### src/rtl/cmdreg_pkg.sv
package cmdreg_pkg;

  localparam int unsigned DEF_DATA_W = 21;
  localparam int unsigned DEF_CS_W   = 2;
  localparam int unsigned DEF_CKE_W  = 2;
  localparam int unsigned DEF_ODT_W  = 2;
  localparam int unsigned SYNC_DEPTH = 2;

  // Load decision for the gated bank: gating disabled, or some select active.
  function automatic logic data_load_f(input logic gate_on, input logic all_idle);
    return !gate_on || !all_idle;
  endfunction

endpackage

### src/rtl/cmdreg_rst_sync.sv
module cmdreg_rst_sync #(
  parameter int unsigned DEPTH = cmdreg_pkg::SYNC_DEPTH
) (
  input  logic clk,
  input  logic arst_n,
  output logic run_n
);

  logic [DEPTH-1:0] chain_q;

  // Assertion is immediate; release ripples through DEPTH flops.
  always_ff @(posedge clk or negedge arst_n) begin
    if (!arst_n) chain_q <= '0;
    else         chain_q <= {chain_q[DEPTH-2:0], 1'b1};
  end

  assign run_n = chain_q[DEPTH-1];

endmodule

### src/rtl/cmdreg_gate.sv
module cmdreg_gate #(
  parameter int unsigned CS_W = cmdreg_pkg::DEF_CS_W
) (
  input  logic            gate_en,
  input  logic [CS_W-1:0] cs_n,
  output logic            all_idle,
  output logic            data_load
);

  assign all_idle  = &cs_n;
  assign data_load = cmdreg_pkg::data_load_f(gate_en, all_idle);

endmodule

### src/rtl/cmdreg_bank.sv
module cmdreg_bank #(
  parameter int unsigned WIDTH = 1,
  parameter bit          GATED = 1'b0
) (
  input  logic             clk,
  input  logic             arst_n,
  input  logic             load,
  input  logic [WIDTH-1:0] d,
  output logic [WIDTH-1:0] q
);

  genvar b;
  generate
    for (b = 0; b < WIDTH; b++) begin : g_bit
      if (GATED) begin : g_en
        always_ff @(posedge clk or negedge arst_n) begin
          if (!arst_n)   q[b] <= 1'b0;
          else if (load) q[b] <= d[b];
        end
      end else begin : g_free
        always_ff @(posedge clk or negedge arst_n) begin
          if (!arst_n) q[b] <= 1'b0;
          else         q[b] <= d[b];
        end
      end
    end
  endgenerate

endmodule

### src/rtl/cmdreg_top.sv
module cmdreg_top #(
  parameter int unsigned DATA_W = cmdreg_pkg::DEF_DATA_W,
  parameter int unsigned CS_W   = cmdreg_pkg::DEF_CS_W,
  parameter int unsigned CKE_W  = cmdreg_pkg::DEF_CKE_W,
  parameter int unsigned ODT_W  = cmdreg_pkg::DEF_ODT_W
) (
  input  logic              clk,
  input  logic              rst_n,
  input  logic              gate_en,
  input  logic [CS_W-1:0]   cs_n_i,
  input  logic [CKE_W-1:0]  cke_i,
  input  logic [ODT_W-1:0]  odt_i,
  input  logic [DATA_W-1:0] d_i,
  output logic [DATA_W-1:0] q_o,
  output logic [CS_W-1:0]   cs_n_o,
  output logic [CKE_W-1:0]  cke_o,
  output logic [ODT_W-1:0]  odt_o
);

  localparam int unsigned SIDE_W = CS_W + CKE_W + ODT_W;

  // Named internal events, visible to the bound checker.
  logic run_n;
  logic all_idle;
  logic data_load;

  logic [SIDE_W-1:0] side_d;
  logic [SIDE_W-1:0] side_q;

  cmdreg_rst_sync #(.DEPTH(cmdreg_pkg::SYNC_DEPTH)) u_sync (
    .clk    (clk),
    .arst_n (rst_n),
    .run_n  (run_n)
  );

  cmdreg_gate #(.CS_W(CS_W)) u_gate (
    .gate_en   (gate_en),
    .cs_n      (cs_n_i),
    .all_idle  (all_idle),
    .data_load (data_load)
  );

  cmdreg_bank #(.WIDTH(DATA_W), .GATED(1'b1)) u_data (
    .clk    (clk),
    .arst_n (run_n),
    .load   (data_load),
    .d      (d_i),
    .q      (q_o)
  );

  assign side_d = {cs_n_i, cke_i, odt_i};

  cmdreg_bank #(.WIDTH(SIDE_W), .GATED(1'b0)) u_side (
    .clk    (clk),
    .arst_n (run_n),
    .load   (1'b1),
    .d      (side_d),
    .q      (side_q)
  );

  assign cs_n_o = side_q[SIDE_W-1 -: CS_W];
  assign cke_o  = side_q[ODT_W +: CKE_W];
  assign odt_o  = side_q[ODT_W-1:0];

endmodule

### config.mk
export PLATFORM = sky130hd
export DESIGN_NAME = cmdreg_top
export DESIGN_NICKNAME = d
export VERILOG_FILES = /design/src/rtl/cmdreg_pkg.sv /design/src/rtl/cmdreg_rst_sync.sv /design/src/rtl/cmdreg_gate.sv /design/src/rtl/cmdreg_bank.sv /design/src/rtl/cmdreg_top.sv
export SDC_FILE = /design/constraint.sdc
export NUM_CORES = 1
export LEC_CHECK = 0
export CORE_ASPECT_RATIO = 0.75
export CORE_MARGIN = 3
export CORE_UTILIZATION = 25
export DETAILED_ROUTE_END_ITERATION = 8
export PLACE_DENSITY_LB_ADDON = 0.15
export RECOVER_POWER = 100
export SYNTH_ARGS = -nofsm -noshare
export SYNTH_HDL_FRONTEND = slang
export SYNTH_SLANG_ARGS = --single-unit
### constraint.sdc
create_clock -name clk -period 1.2 [get_ports clk]
set_input_delay 0.24 -clock clk [delete_from_list [all_inputs] [get_ports clk]]
set_output_delay 0.24 -clock clk [all_outputs]
set_load 0.02 [all_outputs]
**Word-level counts from Yosys, hierarchy flattened**

Index checks and enable logic that the tools add are counted.

- Reduce and logical (&&, ||, !) cells: 4

Operators by type and width:

| operator | number |
|---|---|
| logical NOT 1 bit | 2 |
| AND reduction 2 bit | 1 |
| logical OR 1 bit | 1 |

- Register bits after elaboration: 29

**Longest topological paths before layout**

- Depth in word-level cells: 3
- Mapped depth: 3
- Mapped depth without buffers: 2

**Modules after synthesis**

A second synthesis with hierarchy kept.

- Cells, all modules: 56
- Area, all modules: 1078.5 sq um

By module, submodules not included:

| module | times used | cells each | area each (sq um) | sequential area each (sq um) |
|---|---|---|---|---|
| cmdreg_bank (u_data) | 1 | 44 | 859.6 | 525.5 |
| cmdreg_bank (u_side) | 1 | 6 | 150.1 | 150.1 |
| cmdreg_rst_sync | 1 | 3 | 53.8 | 50.0 |
| cmdreg_gate | 1 | 2 | 11.3 | 0.0 |
| cmdreg_top | 1 | 1 | 3.8 | 0.0 |

**Least setup slack after synthesis**

OpenSTA, ideal clock, no wires.

- Path type: input port to flip-flop
- Start: input cs_n_i[1]
- End: register u_data.q[0]
- Setup time: 125 ps
- Data arrival time: 789 ps
- Required time: 1075 ps
- Setup slack: 286 ps
- Stages on the path: 3
- Buffers on the path: 1
- Cell sequence: nand3_2 > buf_6 > mux2_4

- Cells in the longest elaborated chain, start to end: 3

RTL lines:

| what | RTL line | source |
|---|---|---|
| from (decl) | cmdreg_top.sv:10 | `input logic [CS_W-1:0] cs_n_i,` |
| AND reduction 2 bit | cmdreg_gate.sv:10 | `assign all_idle = &cs_n;` |
| logical NOT 1 bit | cmdreg_pkg.sv:11 | `return !gate_on \|\| !all_idle;` |
| logical OR 1 bit | cmdreg_pkg.sv:11 |  |
| to (signal, indexed assignment) | cmdreg_bank.sv:18 | `else if (load) q[b] <= d[b];` |
| to (decl) | cmdreg_bank.sv:9 | `output logic [WIDTH-1:0] q` |

Every way passes these cells.
A chain may end at the register's enable or synchronous reset.

**Final worst setup path**

- Start: input cs_n_i[0]
- End: register u_data.q[18]

The elaborated chain is that of the path after synthesis.

==> results.json <==
{
  "status": "completed",
  "core_area_um2": 3900,
  "r2r-start": "u_sync.chain_q[1]$_DFF_PN0_",
  "dp_slack_ps": -262,
  "p_per_area_nw_per_um2": 1440,
  "drv_cap": 0,
  "htree_levels": 2,
  "fin_crit_ps": 1190,
  "slew_viol_final": 0,
  "p_leak_nw": 0.776,
  "fp.dieH_um": 62.8,
  "grt_pass1_vias": 755,
  "ys_seq_area_frac": 0.676,
  "clockBufferDepth": 2,
  "numCtsBuffers": 5,
  "synthesis.nets": 84,
  "final_layout_size_suffix_gt1_frac": 0.275,
  "synth_area_um2": 1070,
  "route.detailed.drc": 0,
  "fin_crit_sh": 0.991,
  "io_buffers": 56,
  "wl_met3_um": 203,
  "rows": 19,
  "finalNonFillerCells": 172,
  "fin_skew_ps": 1.08,
  "worstPathCellList": "clkdlybuf4s50_1 > nand3_2 > buf_12 > mux2_1",
  "die-area_um2": 5120,
  "globalplace.congestion": 0.644,
  "dp_cells": 164,
  "holdCritPathClass": "input pin to asynchronous set/reset pin",
  "hold_buffers": 0,
  "vias": 668,
  "critPathKind": "input pin to flip-flop",
  "setup_tns_ps": 0,
  "n_antenna_cell": 0,
  "cts-root-buf": "clkbuf_8",
  "initial_core_util": 0.275,
  "startpoint": "cs_n_i[0]",
  "path_max_fanout": 21,
  "drt-met1-wl_um": 961,
  "postSynthCellCount": 54,
  "ant_nets": 0,
  "setup_viol": 0,
  "post-dp-hpwl_um": 1720,
  "ys_ff_latch": 29,
  "top_layer": "met4",
  "pin_count": 57,
  "grt.total_usage": 0.101,
  "fin_ws_ps": 11.3,
  "avgSynthCellArea_um2": 19.9,
  "crit_path_start_kind": "input pin",
  "firstDrtPassIters": 2,
  "wl_per_cell_um": 13.1,
  "clk_pin_slew_ps": 60,
  "cts.sinks": 29,
  "slew-limit-headroom": 0.478,
  "utilization": 0.436,
  "total_power_mw": 2.44,
  "clk_latency_ps": 260,
  "grt_remaining_overflow": 0,
  "finalHoldViolations": 0,
  "peakVddDrop_v": 0.000510,
  "wirelength_um": 2260,
  "wl_met2_um": 1070,
  "max_freq_ghz": 0.841,
  "worst_pin_slew_ps": 783,
  "arrival_ps": 1340,
  "syn_to_final_growth_pct": 58.4,
  "grt_max_degree": 22,
  "cp_slowest_cell": "clkdlybuf4s50_1",
  "antenna_found_initial": 0,
  "cts_tree": "done",
  "fin_worst_hold_slack_ps": 215,
  "yosysWarnings": 0,
  "fin_area_um2": 1700,
  "grt_pass1_wl_um": 3850,
  "ys_types": 6,
  "cp.required_ps": 1350,
  "dr.first_iter.drc_count": 10,
  "via_per_inst": 3.88,
  "crit_path_end_kind": "flip-flop",
  "rsz0062_at_grt": "false",
  "placed_area_um2": 1720,
  "max_stage_delay_ps": 490,
  "fin_nets": 149,
  "die_x_um": 81.7
}
## registers in the layout, indices dropped and copies added (netlist names)
register / cells
u_side.q: 6
u_sync.chain_q: 2
u_data.q: 21
## worst max-delay path: cells and delay by family
family / cells / cell delay, ps
buffers and inverters: 2 / 670
muxes: 1 / 320
and+or+nand+nor: 1 / 100
## Yosys cell counts
| library cell | count | area (um^2) |
|---|---|---|
| buf_6 | 2 | 22.5 |
| conb_1 | 1 | 3.75 |
| dfrtp_1 | 29 | 726 |
| mux2_2 | 1 | 11.3 |
| mux2_4 | 20 | 300 |
| nand3_2 | 1 | 10.0 |
## path summary, 6_finish.rpt
check / cells after the start / endpoint / slack, ps
max: 4 / u_data.q[18]$_DFFE_PN0P_ / 10
min: 1 / u_sync.chain_q[0]$_DFF_PN0_ / 210
max reg2reg: 1 / u_side.q[0]$_DFF_PN0_ / 300
min reg2reg: 0 / u_sync.chain_q[1]$_DFF_PN0_ / 360
max in group asynchronous: 1 / u_side.q[0]$_DFF_PN0_ / 300
min in group clk: 0 / u_sync.chain_q[1]$_DFF_PN0_ / 360
## cell families after synthesis
| kind of cell | after synthesis | share of synthesized area |
|---|---|---|
| muxes | 21 | 0.290 |
| buffers and inverters | 2 | 0.0210 |
| DFF | 29 | 0.676 |
| other | 1 | 0.00349 |
| and+or+nand+nor | 1 | 0.00932 |
## cell type report
class                      instances  area [um^2]
fill                             376         2200
tap                               52         65.1
multi-input combinational         23          318
clock buffer                       7         86.3
timing repair buffer              60          475
clock inverter                     1         30.0
sequential                        29          726
## layout by cell type (no fill, tap or decap)
cell and instances:
buf_12 1, clkbuf_8 6, bufinv_16 1, clkbuf_1 21
mux2_4 18, clkdlybuf4s15_1 5, buf_4 1, dlygate4sd3_1 5
mux2_1 2, clkdlybuf4s50_1 24, conb_1 1, clkbuf_2 2
dfrtp_1 29, clkdlybuf4s15_2 2, nand3_2 1, mux2_2 1
## per-layer routing
metal  GRT usage  vias up
li1            -      311
met1       0.131      327
met2       0.139       26
met3      0.0519        4
met4      0.0436        0
met5           0        -
## repair_timing
action	CTS	global route
setup buffers	0	0
resized for setup	53	24
endpoints found under the hold margin	0	0
setup endpoints to repair	27	24
## power breakdown
part,internal [mW],switching (mW),leakage [nW]
registers,1.04,0.0330,0.338
logic,0.194,0.165,0.379
clock network,0.676,0.331,0.0585
No activity file was read; power rests on OpenSTA's default activity.
